===== config.mk =====
export PLATFORM = sky130hd
export DESIGN_NAME = sc_mult_shared_src
export DESIGN_NICKNAME = d
export VERILOG_FILES = /design/src/rtl/sc_mult_pkg.sv /design/src/rtl/sc_lfsr.sv /design/src/rtl/sc_delay_line.sv /design/src/rtl/sc_sng.sv /design/src/rtl/sc_ones_counter.sv /design/src/rtl/sc_mult_shared_src.sv
export SDC_FILE = /design/constraint.sdc
export NUM_CORES = 1
export LEC_CHECK = 0
export BUFFER_PORTS_ARGS = -buffer_cell sky130_fd_sc_hd__clkbuf_2
export CAP_MARGIN = 20
export CORE_MARGIN = 4
export CORE_UTILIZATION = 56
export CTS_CLUSTER_DIAMETER = 80
export DETAILED_ROUTE_END_ITERATION = 16
export PLACE_DENSITY = 0.91
export SYNTH_ARGS = -nofsm -noshare
export SYNTH_HDL_FRONTEND = slang
export SYNTH_SLANG_ARGS = --single-unit

===== constraint.sdc =====
create_clock -name clk -period 3.3 [get_ports clk]
set_clock_uncertainty 0.2 [all_clocks]
set_input_delay 0.165 -clock clk [delete_from_list [all_inputs] [get_ports clk]]
set_output_delay 0.165 -clock clk [all_outputs]
set_load 0.05 [all_outputs]

===== src/rtl/sc_mult_pkg.sv =====
package sc_mult_pkg;
  // width of the random source and of each operand
  localparam int unsigned RNG_W = 8;
  // feedback taps for x^8+x^6+x^5+x^4+1, shift toward the MSB
  localparam logic [RNG_W-1:0] RNG_TAPS = 8'hB8;
  // nonzero value loaded at every accepted start
  localparam logic [RNG_W-1:0] RNG_SEED = 8'h01;

  typedef enum logic {
    RUN_IDLE = 1'b0,
    RUN_BUSY = 1'b1
  } run_state_e;
endpackage


===== src/rtl/sc_lfsr.sv =====
module sc_lfsr #(
  parameter int unsigned W = 8,
  parameter logic [W-1:0] TAPS = 8'hB8,
  parameter logic [W-1:0] SEED = 8'h01
) (
  input  logic         clk,
  input  logic         rst_n,
  input  logic         load_i,
  input  logic         step_i,
  output logic [W-1:0] r_o
);
  logic [W-1:0] r_q;
  logic [W-1:0] r_d;
  logic         fb;

  always_comb begin
    fb  = ^(r_q & TAPS);
    r_d = r_q;
    if (load_i)      r_d = SEED;
    else if (step_i) r_d = {r_q[W-2:0], fb};
  end

  always_ff @(posedge clk or negedge rst_n) begin
    if (!rst_n) r_q <= SEED;
    else        r_q <= r_d;
  end

  assign r_o = r_q;

  assert_lfsr_nonzero_R2: assert property (@(posedge clk) disable iff (!rst_n)
    r_q != '0);
  assert_lfsr_seeded_R2: assert property (@(posedge clk) disable iff (!rst_n)
    load_i |=> (r_q == SEED));
endmodule


===== src/rtl/sc_delay_line.sv =====
module sc_delay_line #(
  parameter int unsigned W     = 8,
  parameter int unsigned DEPTH = 2
) (
  input  logic         clk,
  input  logic         rst_n,
  input  logic         clr_i,
  input  logic         shift_i,
  input  logic [W-1:0] d_i,
  output logic [W-1:0] q_o
);
  generate
    if (DEPTH == 0) begin : g_bypass
      assign q_o = d_i;
    end else begin : g_chain
      logic [W-1:0] stage_q [DEPTH];
      logic [W-1:0] stage_d [DEPTH];

      for (genvar i = 0; i < DEPTH; i++) begin : g_stage
        always_comb begin
          stage_d[i] = stage_q[i];
          if (clr_i)        stage_d[i] = '0;
          else if (shift_i) stage_d[i] = (i == 0) ? d_i : stage_q[(i == 0) ? 0 : i-1];
        end

        always_ff @(posedge clk or negedge rst_n) begin
          if (!rst_n) stage_q[i] <= '0;
          else        stage_q[i] <= stage_d[i];
        end

        if (i > 0) begin : g_chk
          assert_stage_moves_R5: assert property (@(posedge clk) disable iff (!rst_n)
            (shift_i && !clr_i) |=> (stage_q[i] == $past(stage_q[i-1])));
        end
      end

      assign q_o = stage_q[DEPTH-1];
    end
  endgenerate
endmodule


===== src/rtl/sc_sng.sv =====
module sc_sng #(
  parameter int unsigned W = 8
) (
  input  logic [W-1:0] r_i,
  input  logic [W-1:0] x_i,
  output logic         bit_o
);
  // unipolar encoding: one when the random value lies below the operand
  assign bit_o = (r_i < x_i);
endmodule


===== src/rtl/sc_ones_counter.sv =====
module sc_ones_counter #(
  parameter int unsigned LEN_W = 8
) (
  input  logic             clk,
  input  logic             rst_n,
  input  logic             clr_i,
  input  logic [LEN_W-1:0] len_i,
  input  logic             bit_vld_i,
  input  logic             bit_i,
  output logic             last_o,
  output logic [LEN_W-1:0] ones_o,
  output logic             done_o
);
  logic [LEN_W-1:0] rem_q, rem_d;
  logic [LEN_W-1:0] cnt_q, cnt_d;
  logic             done_q, done_d;

  assign last_o = bit_vld_i && (rem_q == LEN_W'(1));

  always_comb begin
    rem_d  = rem_q;
    cnt_d  = cnt_q;
    done_d = 1'b0;
    if (clr_i) begin
      rem_d = len_i;
      cnt_d = '0;
    end else if (bit_vld_i) begin
      rem_d  = rem_q - LEN_W'(1);
      cnt_d  = cnt_q + LEN_W'(bit_i);
      done_d = last_o;
    end
  end

  always_ff @(posedge clk or negedge rst_n) begin
    if (!rst_n) begin
      rem_q  <= '0;
      cnt_q  <= '0;
      done_q <= 1'b0;
    end else begin
      rem_q  <= rem_d;
      cnt_q  <= cnt_d;
      done_q <= done_d;
    end
  end

  assign ones_o = cnt_q;
  assign done_o = done_q;

  assert_no_overflow_R7: assert property (@(posedge clk) disable iff (!rst_n)
    bit_vld_i |-> (rem_q != '0));
  assert_done_single_R7: assert property (@(posedge clk) disable iff (!rst_n)
    done_q |=> !done_q);
  assert_count_held_R7: assert property (@(posedge clk) disable iff (!rst_n)
    (!clr_i && !bit_vld_i) |=> $stable(cnt_q));
endmodule


===== src/rtl/sc_mult_shared_src.sv =====
module sc_mult_shared_src #(
  parameter int unsigned DLY   = 2,
  parameter int unsigned LEN_W = 8
) (
  input  logic                          clk,
  input  logic                          rst_n,
  input  logic                          start_i,
  input  logic [sc_mult_pkg::RNG_W-1:0] op_a_i,
  input  logic [sc_mult_pkg::RNG_W-1:0] op_b_i,
  input  logic [LEN_W-1:0]              len_i,
  output logic                          prod_o,
  output logic                          prod_vld_o,
  output logic [LEN_W-1:0]              ones_o,
  output logic                          done_o
);
  import sc_mult_pkg::*;

  localparam int unsigned FILL_W = $clog2(DLY + 2);

  run_state_e       run_q, run_d;
  logic [FILL_W-1:0] fill_q, fill_d;
  logic [RNG_W-1:0] opa_q, opa_d, opb_q, opb_d;
  logic [RNG_W-1:0] r_now, r_old;
  logic             go, running, filled, step;
  logic             bit_a, bit_b, last;

  assign go      = start_i && (len_i != '0);
  assign running = (run_q == RUN_BUSY);
  assign filled  = (fill_q == FILL_W'(DLY));
  assign step    = running && !go;

  always_comb begin
    run_d  = run_q;
    fill_d = fill_q;
    opa_d  = opa_q;
    opb_d  = opb_q;
    if (go) begin
      run_d  = RUN_BUSY;
      fill_d = '0;
      opa_d  = op_a_i;
      opb_d  = op_b_i;
    end else begin
      if (last)                 run_d  = RUN_IDLE;
      if (running && !filled)   fill_d = fill_q + FILL_W'(1);
    end
  end

  always_ff @(posedge clk or negedge rst_n) begin
    if (!rst_n) begin
      run_q  <= RUN_IDLE;
      fill_q <= '0;
      opa_q  <= '0;
      opb_q  <= '0;
    end else begin
      run_q  <= run_d;
      fill_q <= fill_d;
      opa_q  <= opa_d;
      opb_q  <= opb_d;
    end
  end

  sc_lfsr #(.W(RNG_W), .TAPS(RNG_TAPS), .SEED(RNG_SEED)) rng_i (
    .clk(clk), .rst_n(rst_n), .load_i(go), .step_i(step), .r_o(r_now)
  );

  sc_delay_line #(.W(RNG_W), .DEPTH(DLY)) tap_i (
    .clk(clk), .rst_n(rst_n), .clr_i(go), .shift_i(step), .d_i(r_now), .q_o(r_old)
  );

  sc_sng #(.W(RNG_W)) sng_a_i (.r_i(r_now), .x_i(opa_q), .bit_o(bit_a));
  sc_sng #(.W(RNG_W)) sng_b_i (.r_i(r_old), .x_i(opb_q), .bit_o(bit_b));

  assign prod_vld_o = running && filled;
  assign prod_o     = prod_vld_o && bit_a && bit_b;

  sc_ones_counter #(.LEN_W(LEN_W)) cnt_i (
    .clk(clk), .rst_n(rst_n), .clr_i(go), .len_i(len_i),
    .bit_vld_i(prod_vld_o), .bit_i(prod_o), .last_o(last),
    .ones_o(ones_o), .done_o(done_o)
  );

  assert_quiet_invalid_R5: assert property (@(posedge clk) disable iff (!rst_n)
    !prod_vld_o |-> !prod_o);
  assert_full_scale_R4: assert property (@(posedge clk) disable iff (!rst_n)
    (opa_q == '1 && r_now != '1) |-> bit_a);
  assert_empty_start_R8: assert property (@(posedge clk) disable iff (!rst_n)
    (start_i && len_i == '0 && !running) |=> !running);
  assert_done_ends_run_R7: assert property (@(posedge clk) disable iff (!rst_n)
    done_o |-> !prod_vld_o);
endmodule


=== Yosys cells after proc, flatten, opt, wreduce, memory -nomap -nowiden ===
Cells that the tools add are included.
W data, S select, Z words.

* $add $sub $neg: 3
* $lt $le $gt $ge: 2
* Equality and inequality tests: 2
* Muxes and demuxes: 16
* Reductions and logical operators: 15

{| class="wikitable"
|+ Operators by type and width
! cell !! number
|-
| $mux W8 || 10
|-
| $lt A8 B8 Y1 || 2
|-
| $add A8 B1 Y8 || 1
|-
| $eq A8 B1 Y1 const B || 1
|-
| $reduce_bool A2 Y1 || 4
|-
| $reduce_bool A8 Y1 || 1
|-
| $reduce_xor A8 Y1 || 1
|-
| $sub A8 B1 Y8 const B || 1
|-
| $logic_and A1 B1 Y1 || 7
|-
| $mux W1 || 4
|-
| $mux W2 || 2
|-
| $add A2 B1 Y2 const B || 1
|-
| $eq A2 B2 Y1 const B || 1
|-
| $logic_not A1 Y1 || 2
|}

* Register bits after elaboration: 60
* Input bits: 27
* Output and inout port bits: 11
* Word-level logic and storage cells: 48

=== Longest topological paths before layout ===
* Depth after elaboration: 7
* Mapped depth: 12

=== Cells and area by module ===
Synthesis repeated with hierarchy kept, for this count alone.

* Cell total of the unflattened synthesis: 284
* Area total of the unflattened synthesis: 3154.3 µm²

{| class="wikitable"
|+ By module, submodules not included
! module !! instances !! cells an instance !! area an instance (µm²) !! seq. area each (µm²)
|-
| sc_ones_counter || 1 || 91 || 883.3 || 425.4
|-
| sc_mult_shared_src || 1 || 53 || 849.6 || 475.5
|-
| sc_delay_line || 1 || 60 || 720.7 || 400.4
|-
| sc_sng || 2 || 25 || 176.4 || 0.0
|-
| sc_lfsr || 1 || 30 || 347.8 || 201.4
|}

=== Worst setup path before layout ===
No wires, ideal clock.

* Kind: register to register
* From: register, netlist name tap_i.g_chain.stage_q[14]
* To: register cnt_i.cnt_q[4], in the netlist cnt_i.ones_o[4]
* Library setup time: 0.072 ns
* Arrival time: 2.574 ns
* Required time: 3.028 ns
* Path slack: 0.454 ns
* Cell stages (with the launch flop): 11
* Path buffers: 0
* Period minus slack after synthesis: 2.846 ns
* Path through: dfrtp_1 ha_1 a2111oi_0 o21ai_1 nor3_1 o21a_1 ha_1 ha_1 nand4_1 xor2_1 nor2_1

{| class="wikitable"
|+ RTL lines
! what !! RTL line !! source
|-
| end signal: assignment || sc_ones_counter.sv:41 || <nowiki>cnt_q <= cnt_d;</nowiki>
|-
| end: declaration || sc_ones_counter.sv:15 || <nowiki>logic [LEN_W-1:0] cnt_q, cnt_d;</nowiki>
|}

==> impl_metrics.ini <==
[layout]
syn_to_final_growth_pct = 25.75
fin_cells = 364
ff_latch_area_um2 = 1152
multi_input_area_um2 = 1139
design_area_um2 = 3049
final_layout_size_suffix_gt1_share_pct = 17.52
fillerInstances = 285
diodes = 0
fin_util_pct = 74.62
final_nets = 359

[clock_tree]
post_cts_buffers = 0
cts_resized = 0
cts.htree.levels = 2
ctsLongestPathBuffers = 2
numCtsBuffers = 5
cts_tree = yes
clock_latency_ns = 0.30
path_clk_slew_ns = 0.09
cts_root_buf = clkbuf_8
cts.sinks = 46

[die]
die_h_um = 73.81
initial_utilization_pct = 59.34
rows = 23
chipWidth_um = 73.81
core_area_um2 = 4086
dieArea_um2 = 5447
io_pins = 38

[setup_path]
r2r-end = cnt_i.ones_o[4]$_DFFE_PN0P_
cp-end-kind = register
regToRegSetupSlack_ns = 0.62
r2r.worst_path.cells = 10
crit_fanout = 5
cp.arrival_ns = 2.63
critical_path_class = reg2reg
startpoint_type = register
cp.required_ns = 3.25
reg2reg_from = tap_i.g_chain.stage_q[14]$_DFFE_PN0P_

[detailed_routing]
drt-total-wl_mm = 4.936
vias = 1950
routedWlPerCell_um = 13.56
dr.pass1.iters = 4
first_iter_violations = 114
route.detailed.drc = 0
final_antenna_net_count = 0
via_per_inst = 5.357

[power_and_ir_drop]
power_density_nw_per_um2 = 431.5
cellLeakagePower_nw = 1.546
ir_drop_mv = 0.3101

[logic_synthesis]
yosysSeqAreaShare_pct = 47.52
synth-seq-cells = 46
synth_most_common_cell = dfrtp_1
synth_cells = 242
syn_area_per_cell_um2 = 10.02
synth_top_area_share_pct = 46.44
synthArstFlopShare_pct = 100.0
synth_common_cells = dfrtp_1, nand2_1, nor2_1
synth_edf_count = 0
yosys_warnings = 0
synthDistinctLibCells = 37
netlist_area_um2 = 2425
yosys.area.top_type = dfrtp_1
yosys-top-cells-area = dfrtp_1, ha_1, o21ai_1
syn_nets = 288
synth_top_flop_cell = dfrtp_1

[sta]
fmax_ghz = 0.3726
tightest_slew_ns = 0.9280
hold_violations = 0
timing.hold.ws_ns = 0.04612
final.min_clock_period_ns = 2.684
drv_slew = 0
max-slew-margin-rel_pct = 37.98
setup_violations = 0
finalSetupTns_ns = 0
rsz0062_at_grt = false
period_share_pct = 81.33

[placed_design]
place_inst = 323
place_area_um2 = 2629
gp_congestion = 0.8534
dp_hpwl_mm = 3.204
numPortBuffers = 37

[flow_run]
maxCapViolCount = 0

[global_route]
grt_use_met2_pct = 35.63
grt.busiest_layer = met2
overflow = 0
grt_pass1_wl_mm = 8.549
grt_max_degree = 47
grt_use_met3_pct = 4.378
use_met1_pct = 24.67
grt_pass1_vias = 1984
grt_usage_pct = 20.36
antenna_found_initial = 0

[worst_hold_path]
hold_class = in2async

[outcome]
outcome = finished, final reports clean
## power breakdown
part / internal (W) / switching [W] / leakage, nW
registers: 0.000615 / 0.0000374 / 0.586
logic: 0.000137 / 0.000190 / 0.920
clock network: 0.000151 / 0.000186 / 0.0395
## flip-flops by register name, indices dropped and copies added, names as in the netlist
| signal | cells |
|---|---|
| opb_q | 8 |
| rng_i.r_o | 1 |
| tap_i.g_chain.stage_q | 7 |
| run_q | 1 |
| cnt_i.done_o | 1 |
| fill_q | 2 |
| cnt_i.ones_o | 8 |
| opa_q | 8 |
| cnt_i.rem_q | 8 |
| tap_i.q_o | 2 |
## layout by cell type, fill, tap and decap left out, types with 6 or more instances in the layout
master	n
ha_1	19
o21ai_1	22
mux2i_1	9
inv_1	17
nand2_1	29
nor2_1	23
xor2_1	10
dfrtp_1	45
clkbuf_2	37
a21oi_1	9
nand3_1	7
dlygate4sd3_1	32
xnor2_1	6
## how the worst max path moves through the flow
stage,startpoint,end,slack [ns],cells past startpoint
final,tap_i.g_chain.stage_q[14]$_DFFE_PN0P_,cnt_i.ones_o[4]$_DFFE_PN0P_,0.62,10
after global routing,tap_i.g_chain.stage_q[14]$_DFFE_PN0P_,cnt_i.ones_o[4]$_DFFE_PN0P_,0.42,10
after CTS,tap_i.g_chain.stage_q[14]$_DFFE_PN0P_,cnt_i.ones_o[4]$_DFFE_PN0P_,0.63,10
after detailed placement,tap_i.g_chain.stage_q[14]$_DFFE_PN0P_,cnt_i.ones_o[4]$_DFFE_PN0P_,0.61,10
after global placement,tap_i.g_chain.stage_q[14]$_DFFE_PN0P_,cnt_i.ones_o[4]$_DFFE_PN0P_,0.76,10
after floorplan,tap_i.g_chain.stage_q[14]$_DFFE_PN0P_,cnt_i.ones_o[4]$_DFFE_PN0P_,0.45,10
## routing by layer
layer | vias up | wire (um)
li1 | 969 | -
met1 | 937 | 2142
met2 | 37 | 2509
met3 | 7 | 206
met4 | 0 | 77
met5 | - | 0
## repair_timing
action	4_1_cts	5_1_grt
hold buffers	32	0
hold endpoints to repair	69	0
setup endpoints to repair	0	0
## per-stage QoR
| step | power [W] | setup WS [ns] |
|---|---|---|
| 3_3_place_gp | 0.0009396 | 0.7553 |
| 6_report | 0.001316 | 0.6162 |
| 3_5_place_dp | 0.0009544 | 0.6146 |
| 2_1_floorplan | 0.0008772 | 0.4538 |
| 5_1_grt | 0.001388 | 0.4191 |
| 4_1_cts | 0.001316 | 0.6301 |
## worst max-delay path: stages, from the launching register on
cell and delay [ns]:
dfrtp_1 0.44, ha_1 0.32, a2111oi_0 0.39, o21ai_1 0.13, nor3_1 0.15, o21a_1 0.18
ha_1 0.22, ha_1 0.21, nand4_1 0.12, xor2_1 0.14, nor2_1 0.05
## cell type report
class	count	share of cell area, %
inverters	18	2.216
multi-input cells	169	37.34
well taps	50	2.052
flip-flops and latches	46	37.79
clock buffers	8	2.626
repair buffers	73	17.97
## logic make-up (layout without fill, tap and decap cells)
logic type / count (synthesis) / count (layout) / synth area share (%)
AOI/OAI and AO/OA: 43 / 43 / 10.53
xor gates and xnor gates: 16 / 16 / 5.779
adders and majority gates: 19 / 19 / 9.804
buffers and inverters: 27 / 99 / 5.521
DFF: 46 / 46 / 47.52
muxes: 11 / 11 / 4.644
and+or+nand+nor: 80 / 80 / 16.20
Power figures use the tool's default switching activity.
